[config.mk]
export PLATFORM = sky130hd
export DESIGN_NAME = i2c_mem_target
export DESIGN_NICKNAME = d
export VERILOG_FILES = /design/src/rtl/i2c_mem_pkg.sv /design/src/rtl/i2c_line_sync.sv /design/src/rtl/i2c_mem_array.sv /design/src/rtl/i2c_mem_target.sv
export SDC_FILE = /design/constraint.sdc
export NUM_CORES = 2
export LEC_CHECK = 0
export ABC_AREA = 0
export BUFFER_PORTS_ARGS = -buffer_cell sky130_fd_sc_hd__buf_2
export CAP_MARGIN = 20
export CORE_UTILIZATION = 25
export CTS_CLUSTER_DIAMETER = 60
export CTS_CLUSTER_SIZE = 14
export DETAILED_ROUTE_END_ITERATION = 16
export HOLD_SLACK_MARGIN = 0.06
export SLEW_MARGIN = 20
export SYNTH_ARGS = -nofsm -noshare
export SYNTH_HDL_FRONTEND = slang
export SYNTH_HIERARCHICAL = 1
export SYNTH_SLANG_ARGS = --single-unit
[constraint.sdc]
create_clock -name clk -period 4.1 [get_ports clk]
set_clock_uncertainty 0.15 [all_clocks]
set_input_delay 0.82 -clock clk [delete_from_list [all_inputs] [get_ports clk]]
set_output_delay 0.82 -clock clk [all_outputs]
set_load 0.01 [all_outputs]
[src/rtl/i2c_mem_pkg.sv]
package i2c_mem_pkg;

    typedef enum logic [2:0] {
        ST_IDLE,   // waiting for START
        ST_DEV,    // receiving device address + direction
        ST_PHI,    // receiving high pointer byte
        ST_PLO,    // receiving low pointer byte
        ST_WR,     // receiving data bytes
        ST_RD      // transmitting data bytes
    } tgt_state_e;

    // bit counter landmarks inside one byte frame
    localparam logic [3:0] CNT_BYTE   = 4'd8;   // eight bits shifted
    localparam logic [3:0] CNT_ACK    = 4'd9;   // inside acknowledge slot
    localparam logic [3:0] CNT_RELOAD = 4'd10;  // controller acked a read byte

endpackage

[src/rtl/i2c_line_sync.sv]
module i2c_line_sync #(
    parameter int STAGES = 2
) (
    input  logic clk,
    input  logic rst_n,
    input  logic scl_i,
    input  logic sda_i,
    output logic scl_s,
    output logic sda_s,
    output logic scl_rise,
    output logic scl_fall,
    output logic start_det,
    output logic stop_det
);

    logic [1:0] raw;
    logic [1:0] synced;
    logic [1:0] prev_q;

    assign raw = {scl_i, sda_i};

    // one synchronizer chain per bus line
    for (genvar g = 0; g < 2; g++) begin : g_line
        logic [STAGES-1:0] chain_q;
        always_ff @(posedge clk or negedge rst_n) begin
            if (!rst_n) chain_q <= '1;
            else        chain_q <= {chain_q[STAGES-2:0], raw[g]};
        end
        assign synced[g] = chain_q[STAGES-1];
    end

    always_ff @(posedge clk or negedge rst_n) begin
        if (!rst_n) prev_q <= 2'b11;
        else        prev_q <= synced;
    end

    assign scl_s     = synced[1];
    assign sda_s     = synced[0];
    assign scl_rise  = scl_s & ~prev_q[1];
    assign scl_fall  = ~scl_s & prev_q[1];
    assign start_det = scl_s & prev_q[1] & prev_q[0] & ~sda_s;
    assign stop_det  = scl_s & prev_q[1] & ~prev_q[0] & sda_s;

endmodule

[src/rtl/i2c_mem_array.sv]
module i2c_mem_array #(
    parameter int AW = 8,
    parameter int DW = 8
) (
    input  logic          clk,
    input  logic          rst_n,
    input  logic          we,
    input  logic [AW-1:0] waddr,
    input  logic [DW-1:0] wdata,
    input  logic [AW-1:0] raddr,
    output logic [DW-1:0] rdata
);

    localparam int DEPTH = 1 << AW;

    logic [DW-1:0] cells_q [DEPTH];

    always_ff @(posedge clk or negedge rst_n) begin
        if (!rst_n) begin
            for (int i = 0; i < DEPTH; i++) cells_q[i] <= '0;
        end else if (we) begin
            cells_q[waddr] <= wdata;
        end
    end

    assign rdata = cells_q[raddr];

endmodule

[src/rtl/i2c_mem_target.sv]
module i2c_mem_target
    import i2c_mem_pkg::*;
#(
    parameter logic [6:0] DEV_ADDR     = 7'b1010000,
    parameter bit         TWO_BYTE_PTR = 1'b1,
    parameter int         MEM_AW       = 8,
    parameter int         SYNC_STAGES  = 2
) (
    input  logic clk,
    input  logic rst_n,
    input  logic scl_i,
    input  logic sda_i,
    output logic sda_oe
);

    localparam int HI_W  = 5;
    localparam int PTR_W = 8 + HI_W;
    localparam logic [PTR_W-1:0] WRAP_MASK = PTR_W'((1 << MEM_AW) - 1);

    typedef struct packed {
        tgt_state_e       st;
        logic [3:0]       cnt;
        logic [7:0]       sh;
        logic             oe;
        logic [PTR_W-1:0] ptr;
    } tgt_regs_t;

    tgt_regs_t r_d, r_q;

    logic scl_s, sda_s, scl_rise, scl_fall, start_det, stop_det;
    logic mem_we;
    logic [7:0] mem_rdata;
    logic [PTR_W-1:0] ptr_next;
    tgt_state_e st_q;

    i2c_line_sync #(.STAGES(SYNC_STAGES)) u_sync (
        .clk       (clk),
        .rst_n     (rst_n),
        .scl_i     (scl_i),
        .sda_i     (sda_i),
        .scl_s     (scl_s),
        .sda_s     (sda_s),
        .scl_rise  (scl_rise),
        .scl_fall  (scl_fall),
        .start_det (start_det),
        .stop_det  (stop_det)
    );

    i2c_mem_array #(.AW(MEM_AW), .DW(8)) u_mem (
        .clk   (clk),
        .rst_n (rst_n),
        .we    (mem_we),
        .waddr (r_q.ptr[MEM_AW-1:0]),
        .wdata (r_q.sh),
        .raddr (r_q.ptr[MEM_AW-1:0]),
        .rdata (mem_rdata)
    );

    // advance within the memory depth, keep the bits above it
    assign ptr_next = (r_q.ptr & ~WRAP_MASK) | ((r_q.ptr + PTR_W'(1)) & WRAP_MASK);

    always_comb begin
        r_d    = r_q;
        mem_we = 1'b0;
        if (stop_det) begin
            r_d.st  = ST_IDLE;
            r_d.oe  = 1'b0;
            r_d.cnt = '0;
        end else if (start_det) begin
            r_d.st  = ST_DEV;
            r_d.oe  = 1'b0;
            r_d.cnt = '0;
        end else begin
            case (r_q.st)
                ST_IDLE: ;
                ST_RD: begin
                    if (scl_rise) begin
                        if (r_q.cnt < CNT_BYTE) begin
                            r_d.cnt = r_q.cnt + 4'd1;
                        end else if (r_q.cnt == CNT_ACK) begin
                            if (sda_s) r_d.st  = ST_IDLE;    // controller NACK
                            else       r_d.cnt = CNT_RELOAD;
                        end
                    end else if (scl_fall) begin
                        if (r_q.cnt != 4'd0 && r_q.cnt < CNT_BYTE) begin
                            r_d.sh = {r_q.sh[6:0], 1'b0};
                            r_d.oe = ~r_q.sh[6];
                        end else if (r_q.cnt == CNT_BYTE) begin
                            r_d.oe  = 1'b0;
                            r_d.cnt = CNT_ACK;
                            r_d.ptr = ptr_next;
                        end else if (r_q.cnt == CNT_RELOAD) begin
                            r_d.sh  = mem_rdata;
                            r_d.oe  = ~mem_rdata[7];
                            r_d.cnt = '0;
                        end
                    end
                end
                default: begin
                    if (scl_rise && r_q.cnt < CNT_BYTE) begin
                        r_d.sh  = {r_q.sh[6:0], sda_s};
                        r_d.cnt = r_q.cnt + 4'd1;
                    end else if (scl_fall && r_q.cnt == CNT_BYTE) begin
                        r_d.oe  = 1'b1;
                        r_d.cnt = CNT_ACK;
                        case (r_q.st)
                            ST_DEV: begin
                                if (r_q.sh[7:1] != DEV_ADDR) begin
                                    r_d.oe  = 1'b0;
                                    r_d.st  = ST_IDLE;
                                    r_d.cnt = '0;
                                end
                            end
                            ST_PHI: r_d.ptr[PTR_W-1:8] = r_q.sh[HI_W-1:0];
                            ST_PLO: r_d.ptr[7:0] = r_q.sh;
                            ST_WR: begin
                                mem_we  = 1'b1;
                                r_d.ptr = ptr_next;
                            end
                            default: ;
                        endcase
                    end else if (scl_fall && r_q.cnt == CNT_ACK) begin
                        r_d.oe  = 1'b0;
                        r_d.cnt = '0;
                        case (r_q.st)
                            ST_DEV: begin
                                if (r_q.sh[0]) begin
                                    r_d.st = ST_RD;
                                    r_d.sh = mem_rdata;
                                    r_d.oe = ~mem_rdata[7];
                                end else begin
                                    r_d.st = TWO_BYTE_PTR ? ST_PHI : ST_PLO;
                                end
                            end
                            ST_PHI:  r_d.st = ST_PLO;
                            default: r_d.st = ST_WR;
                        endcase
                    end
                end
            endcase
        end
    end

    always_ff @(posedge clk or negedge rst_n) begin
        if (!rst_n) begin
            r_q.st  <= ST_IDLE;
            r_q.cnt <= '0;
            r_q.sh  <= '0;
            r_q.oe  <= 1'b0;
            r_q.ptr <= '0;
        end else begin
            r_q <= r_d;
        end
    end

    assign sda_oe = r_q.oe;
    assign st_q   = r_q.st;

endmodule

Word level (Yosys, flattened, before mapping)
Cells that the tools add are included.
{ "classes": {"n_addsub": 2, "mul": 0, "div": 0, "order_cmp": 3, "eq_ne": 33, "n_shift": 0, "mux": 52, "bitwise_logic": 18, "n_reduce_logical": 23} }
{ "ops": {"columns": ["operator", "n"], "rows": [
  ["bitwise mux 2048 bit", 1],
  ["binary-select mux 8 bit (select 8 bit)", 1],
  ["demux 8 bit (select 8 bit)", 1],
  ["one-hot mux 29 bit (2 select lines)", 1],
  ["two-way mux 13 bit", 4],
  ["two-way mux 7 bit", 6],
  ["two-way mux 8 bit", 5],
  ["AND reduction 10 bit", 3],
  ["two-way mux 9 bit", 3],
  ["two-way mux 26 bit", 1],
  ["inequality test 6 bit, second input constant", 4],
  ["two-way mux 22 bit", 1],
  ["two-way mux 4 bit", 5],
  ["inequality test 4 bit, second input constant", 5],
  ["two-way mux 16 bit", 1],
  ["one-hot mux 8 bit (2 select lines)", 1],
  ["two-way mux 3 bit", 5],
  ["nonzero test 3 bit", 5],
  ["two-way mux 14 bit", 1],
  ["OR 13 x 8 -> 13 bit", 1],
  ["== test 4 bit, second input constant", 3],
  ["two-way mux 1 bit", 12],
  ["two-way mux 12 bit", 1],
  ["AND reduction 11 bit", 1],
  ["31 further kinds", 59]
]} }
{ "word_totals": {"reg_bits": 2083, "latch_bits": 0, "mem_bits_rw": 0, "rom_bits": 0, "inputBits": 4, "out_inout_bits": 1, "wordCells": 397, "mem_count": 0} }

Longest topological paths before layout
{ "depth": {"word_depth": 13, "mapped_depth": 15, "ltp_nobuf": 10} }

By module
Netlist, hierarchy kept.
{ "modules_own_cells": {"columns": ["mod", "instances", "cells_each", "area_per_inst_um2", "seq_area_each_um2"], "rows": [
  ["i2c_mem_array", 1, 6060, 93419.6, 51249.2],
  ["i2c_mem_target", 1, 215, 1903.1, 600.6],
  ["i2c_line_sync", 1, 10, 190.2, 157.7]
]} }

Worst setup path after synthesis
OpenSTA, ideal clock, no wires.
{ "synth_timing": {"path_kind": "register to register", "start": "register u_sync.prev_q[1]", "end": "register u_mem/cells_q[1016] in the netlist's numbering", "t_arrival_ns": 3.041, "required_ns": 3.825, "path_slack_ns": 0.784, "stages_incl_launch_ff": 11, "synth_period_minus_slack_ns": 3.316, "cell_sequence": "dfstp_2 nor2b_1 nand4b_1 nor4_1 inv_1 or3_1 clkbuf_1 nor3_2 buf_2 nand2_1 mux2_2"} }
{ "synth_via": {"elab_chain_len": 7, "word_cells_on_any_way": 15, "classes_between": "5 x mux; 8 x bitwise; 2 x reduce/logical"} }
{ "synth_rtl": {"columns": ["element", "line_no", "rtl"], "rows": [
  ["start: declaration", "i2c_line_sync.sv:18", "logic [1:0] prev_q;"],
  ["start signal: assignment", "i2c_line_sync.sv:34", "else prev_q <= synced;"],
  ["AND 1 bit", "i2c_line_sync.sv:40", "assign scl_fall = ~scl_s & prev_q[1];"],
  ["via scl_fall", "i2c_mem_target.sv:30", "logic scl_s, sda_s, scl_rise, scl_fall, start_det, stop_det;"],
  ["logical AND 1 bit", "i2c_mem_target.sv:103", "end else if (scl_fall && r_q.cnt == CNT_BYTE) begin"],
  ["two-way mux 1 bit", "i2c_mem_target.sv:103", null],
  ["two-way mux 1 bit", "i2c_mem_target.sv:100", "if (scl_rise && r_q.cnt < CNT_BYTE) begin"],
  ["two-way mux 1 bit", "i2c_mem_target.sv:74", "case (r_q.st)"],
  ["two-way mux 1 bit", "i2c_mem_target.sv:69", "end else if (start_det) begin"],
  ["two-way mux 1 bit", "i2c_mem_target.sv:65", "if (stop_det) begin"],
  ["via mem_we", "i2c_mem_target.sv:31", "logic mem_we;"],
  ["end signal: indexed assignment", "i2c_mem_array.sv:22", "cells_q[waddr] <= wdata;"],
  ["end: declaration", "i2c_mem_array.sv:16", "logic [DW-1:0] cells_q [DEPTH];"]
]} }
The timed path passes the listed nets, and every way through them passes these cells.
A chain may end at the register's enable or synchronous reset.

Worst setup path after layout
{ "layout_timing": {"start": "register r_q[0] in the netlist's numbering", "end": "register r_q[21] in the netlist's numbering"} }
{ "layout_via": {"elab_chain_len": 10, "word_cells_on_any_way": 15, "classes_between": "14 x mux; 1 x bitwise"} }
{ "layout_rtl": {"columns": ["element", "line_no", "rtl"], "rows": [
  ["start: declaration", "i2c_mem_target.sv:28", "tgt_regs_t r_d, r_q;"],
  ["start signal: assignment", "i2c_mem_target.sv:152", "r_q <= r_d;"],
  ["inverter 8 -> 9 bit (not written as such) *", "i2c_mem_array.sv:26", "assign rdata = cells_q[raddr];"],
  ["binary-select mux 8 bit (select 8 bit) *", "i2c_mem_array.sv:26", null],
  ["two-way mux 8 bit (not written as such) * (2 in a row)", "i2c_mem_array.sv:26", null],
  ["via mem_rdata[7]", "i2c_mem_target.sv:32", "logic [7:0] mem_rdata;"],
  ["two-way mux 9 bit or two-way mux 13 bit (tied branches)", "i2c_mem_target.sv:127, i2c_mem_target.sv:92", null],
  ["two-way mux 9 bit or two-way mux 8 bit (tied branches)", "i2c_mem_target.sv:125, i2c_mem_target.sv:88", null],
  ["two-way mux 16 bit or two-way mux 9 bit (tied branches)", "i2c_mem_target.sv:122, i2c_mem_target.sv:85", null],
  ["two-way mux 8 bit or two-way mux 26 bit (tied branches)", "i2c_mem_target.sv:103, i2c_mem_target.sv:84", null],
  ["two-way mux 12 bit or two-way mux 22 bit (tied branches)", "i2c_mem_target.sv:100, i2c_mem_target.sv:77", null],
  ["one-hot mux 29 bit (2 select lines) *", "i2c_mem_target.sv:74", null]
]} }
Mark *: on every way through the listed nets, which the timed path passes. The rest lies on a longest branch. The select of a mux whose other input is x is not followed.

==> reports/qor.csv <==
stage,metric,value,unit
yosys,number of storage elements in the synthesis netlist,2078,
yosys,synthesized net count,6295,
drt,initial DRC count,4130,
cells_and_area,area growth from synthesis to layout,14.0,%
clock_network,CTS sink cnt,2078,
sta,highest achievable clock rate,0.248,GHz
drt,count of nets left with antenna violations after detail routing,0,
global_routing,number of antenna violations at the first check in global routing,7,
sta,shortest period the worst path allows,4.02,ns
worst_setup_path,standard cell with the maximum stage delay on the critical path,sky130_fd_sc_hd__dfrtp_4,
placement,buffers added on ports,4,
yosys,post-synthesis compound-gate area fraction,0.0349,
yosys,Post-synth EDFFs,0,
sta,tightest hold margin,0.207,ns
worst_setup_path,maximum fanout along the worst path,37,
sta,final worst path period share,0.982,
power,Tot Pwr,40.9,mW
worst_hold_path,beginning of the worst hold path,u_sync/g_line[0].chain_q[0],
drt,Pre-antenna DRT Iters,5,
drt,# DRC,0,
clock_network,Skew-Pair Late Insertion Delay,0.84,ns
worst_setup_path,Crit Reg-Reg Endpoint,r_q[21],
floorplanning,Die Span Y,620,um
yosys,async set or reset register ratio after synthesis,1.00,
floorplanning,number of rows created at floorplan,226,
worst_setup_path,path length in cells of the critical path,11,
global_routing,pin count of the biggest net entering global routing,155,
worst_setup_path,startpoint kind of the worst setup timing path,register,
worst_setup_path,source of the worst register-to-register timing path,r_q[0],
drt,via density per instance,4.86,
drt,vias after detailed routing,56100,
yosys,adder and majority cell fraction of the synthesized area,0.000786,
yosys,area share of and/or/nand/nor cells after synthesis,0.0278,
yosys,library cell occupying the most area in the post-synthesis netlist,sky130_fd_sc_hd__dfrtp_1,
job,max cap viols,0,
clock_network,TritonCTS clock tree,built,
power,leakage power figure,49.4,nW
clock_network,clock input transition at the sequential cells of the worst setup and hold paths,0.07,ns
placement,global placer's final weighted congestion,0.836,
worst_setup_path,r2r setup slk,0.08,ns
worst_hold_path,Min-Delay Path Class,reg2reg,
sta,Final Setup Violations,0,
placement,hpwl dp,170,mm
cells_and_area,"most common cell after layout, fill and taps aside",sky130_fd_sc_hd__dfrtp_1,
yosys,average footprint of a synthesized cell,15.2,um2
floorplanning,initial core utilization,0.252,
yosys,combinational family with the most area after synthesis,multiplexers,
global_routing,global router's overall resource usage,0.134,
clock_network,Clock Tree Root,sky130_fd_sc_hd__clkbuf_16,
global_routing,first-pass GRT wire length,397,mm
yosys,biggest area contributors in the synthesized netlist,"sky130_fd_sc_hd__dfrtp_1, sky130_fd_sc_hd__mux2_2, sky130_fd_sc_hd__mux4_2, sky130_fd_sc_hd__mux2i_1, sky130_fd_sc_hd__a22oi_1",
yosys,proportion of synthesized chip area in sequential cells,0.545,
yosys,top flip-flop cell by instance count after synthesis,sky130_fd_sc_hd__dfrtp_1,
power,power density normalized to cell area,375,nW/um2
yosys,"Cell Area, Synth",95500,um2
worst_setup_path,Crit path max-delay family,compound AO/OA/AOI/OAI gates,
cells_and_area,net count of the finished layout,6478,
global_routing,number of global-route vias before repair,60600,
worst_setup_path,"critical path, cell by cell",buf_12 > buf_4 > mux4_2 > a22o_1 > a221oi_1 > o22ai_1 > o22ai_1 > buf_4 > nor3_1 > a22o_1 > mux2_1,
sta,slew at the pin with the worst max-slew slack,1.16,ns
power,worst vdd rail ir drop,0.000443,V
clock_network,maximum level of the CTS H-tree,4,
clock_network,setup repair bufs after CTS,0,
yosys,warning count from the yosys run,6,
cells_and_area,ratio of cells with drive above 1 in the final layout,0.492,
floorplanning,Die Outline Area,385000,um2
yosys,share of the synthesized area in the top cell type,0.543,
clock_network,number of buffers on the longest clock path,3,
worst_setup_path,Worst R2R Path Depth,11,
yosys,cell count after synthesis,6285,
worst_setup_path,startpoint of the worst setup timing path,r_q[0],
worst_setup_path,end of the critical path,r_q[21],
worst_setup_path,peak per-stage delay on the critical path,0.61,ns
worst_setup_path,sum of buffers and inverters on the critical path,3,
cells_and_area,most used cells in the layout excluding fill and tap cells,"sky130_fd_sc_hd__dfrtp_1, sky130_fd_sc_hd__mux2_2, sky130_fd_sc_hd__buf_4, sky130_fd_sc_hd__mux4_2, sky130_fd_sc_hd__nor2_1",
global_routing,Overflow after GRT,0,
worst_setup_path,startpoint-to-endpoint class of the critical path,reg2reg,
sta,number of max-slew violations in the final report,0,
drt,sum of routed wire length over all layers,260,mm
floorplanning,Chip Width,620,um
yosys,number of distinct library cells after synthesis,85,
floorplanning,Std-Cell Core Area,379000,um2
sta,Final Hold Viols,0,
clock_network,clock buffers created by TritonCTS,178,
worst_setup_path,Worst EP arrival,4.59,ns
sta,unrepaired setup endpoints after global routing,no,
drt,mean routed wirelength per cell,22.5,um
yosys,share of cell area taken by muxes after synthesis,0.365,
yosys,xor-xnor portion of the synthesized cell area,0,
floorplanning,I/O pin total,5,
sta,worst rel slew slack,0.226,
worst_setup_path,category of the worst setup path capture point,register,
worst_setup_path,Worst EP required,4.67,ns
status,status,finished clean,
-- how the worst min path moves through the flow --
| stage | depth (start not counted) | slack (ns) | to |
|---|---|---|---|
| 6_report | 0 | 0.21 | u_sync/g_line[0].chain_q[1] |
| 5_1_grt | 0 | 0.21 | u_sync/g_line[0].chain_q[1] |
| 4_1_cts | 0 | 0.21 | u_sync/g_line[0].chain_q[1] |
| 3_5_place_dp | 0 | 0.20 | u_sync/g_line[0].chain_q[1] |
| 3_3_place_gp | 0 | 0.20 | u_sync/g_line[1].chain_q[1] |
| 2_1_floorplan | 0 | 0.20 | u_sync/g_line[0].chain_q[1] |
-- cell families after synthesis --
kind of cell	count (synthesis)
buffers and inverters	482
AOI/OAI and AO/OA	488
adders and majority gates	6
and+or+nand+nor	578
DFF	2078
muxes	2653
-- state kept, by name, summed over array words and instances, names as in the netlist --
signal,flops
r_q,20
sda_oe,1
st_q,3
u_mem/cells_q,2048
u_sync/g_line.chain_q,4
u_sync/prev_q,2
-- final cells by class --
| cell class | count | area, um2 |
|---|---|---|
| clock inverter | 33 | 464 |
| inverter | 12 | 45.0 |
| tap | 5016 | 6280 |
| clock buffer | 211 | 4790 |
| multi-input combinational | 3725 | 41000 |
| sequential | 2078 | 52000 |
| fill | 37900 | 271000 |
| timing repair buffer | 473 | 4280 |
| antenna | 3 | 7.51 |
-- worst register-to-register path: stages, from the launching register on --
cell,delay (ns)
sky130_fd_sc_hd__dfrtp_4,0.61
sky130_fd_sc_hd__buf_12,0.36
sky130_fd_sc_hd__buf_4,0.30
sky130_fd_sc_hd__mux4_2,0.54
sky130_fd_sc_hd__a22o_1,0.21
sky130_fd_sc_hd__a221oi_1,0.45
sky130_fd_sc_hd__o22ai_1,0.23
sky130_fd_sc_hd__o22ai_1,0.29
sky130_fd_sc_hd__buf_4,0.19
sky130_fd_sc_hd__nor3_1,0.08
sky130_fd_sc_hd__a22o_1,0.21
sky130_fd_sc_hd__mux2_1,0.28
-- layer usage --
layer,track usage,share of wire,vias to the layer above
met5,0,0.000050,-
met4,0.0441,0.032,2
met3,0.0202,0.046,390
met2,0.218,0.48,1246
met1,0.183,0.44,30700
li1,-,-,23800
-- synth_stat cells (32+ instances only) --
library cell and count:
sky130_fd_sc_hd__nand2_1 152, sky130_fd_sc_hd__o221ai_1 35, sky130_fd_sc_hd__dfrtp_1 2072, sky130_fd_sc_hd__buf_2 67, sky130_fd_sc_hd__clkbuf_1 298, sky130_fd_sc_hd__buf_6 40, sky130_fd_sc_hd__o21ai_0 32, sky130_fd_sc_hd__mux2_2 2051
sky130_fd_sc_hd__mux2i_1 152, sky130_fd_sc_hd__a22oi_1 161, sky130_fd_sc_hd__nor2_1 245, sky130_fd_sc_hd__mux4_2 404, sky130_fd_sc_hd__mux4_1 37, sky130_fd_sc_hd__a21oi_1 130
-- per-stage QoR --
step	setup TNS (ns)	worst slack (ns)	area, um2	cells	util
2_1_floorplan	0	0.784	95500	6285	-
3_3_place_gp	-0.0925	-0.0775	104000	11300	0.273
3_5_place_dp	-0.0243	-0.0243	104000	11300	0.273
4_1_cts	0	0.0714	109000	11500	0.287
5_1_grt	0	0.0115	109000	11500	0.287
6_report	0	0.0754	109000	11600	0.287
-- report_power, final --
| part | internal (mW) | total, mW | switching, mW |
|---|---|---|---|
| registers | 20.5 | 20.8 | 0.286 |
| logic | 1.01 | 3.76 | 2.75 |
| clock network | 8.63 | 16.3 | 7.66 |
-- timing repair --
action / CTS / global route
hold buffers: 3 / 0
gates resized for setup: 2 / 2
gates cloned: 0 / 0
hold endpoints to repair: 30 / 0
endpoints found under the setup margin: 2 / 1
(Power assumes the default switching activity.)
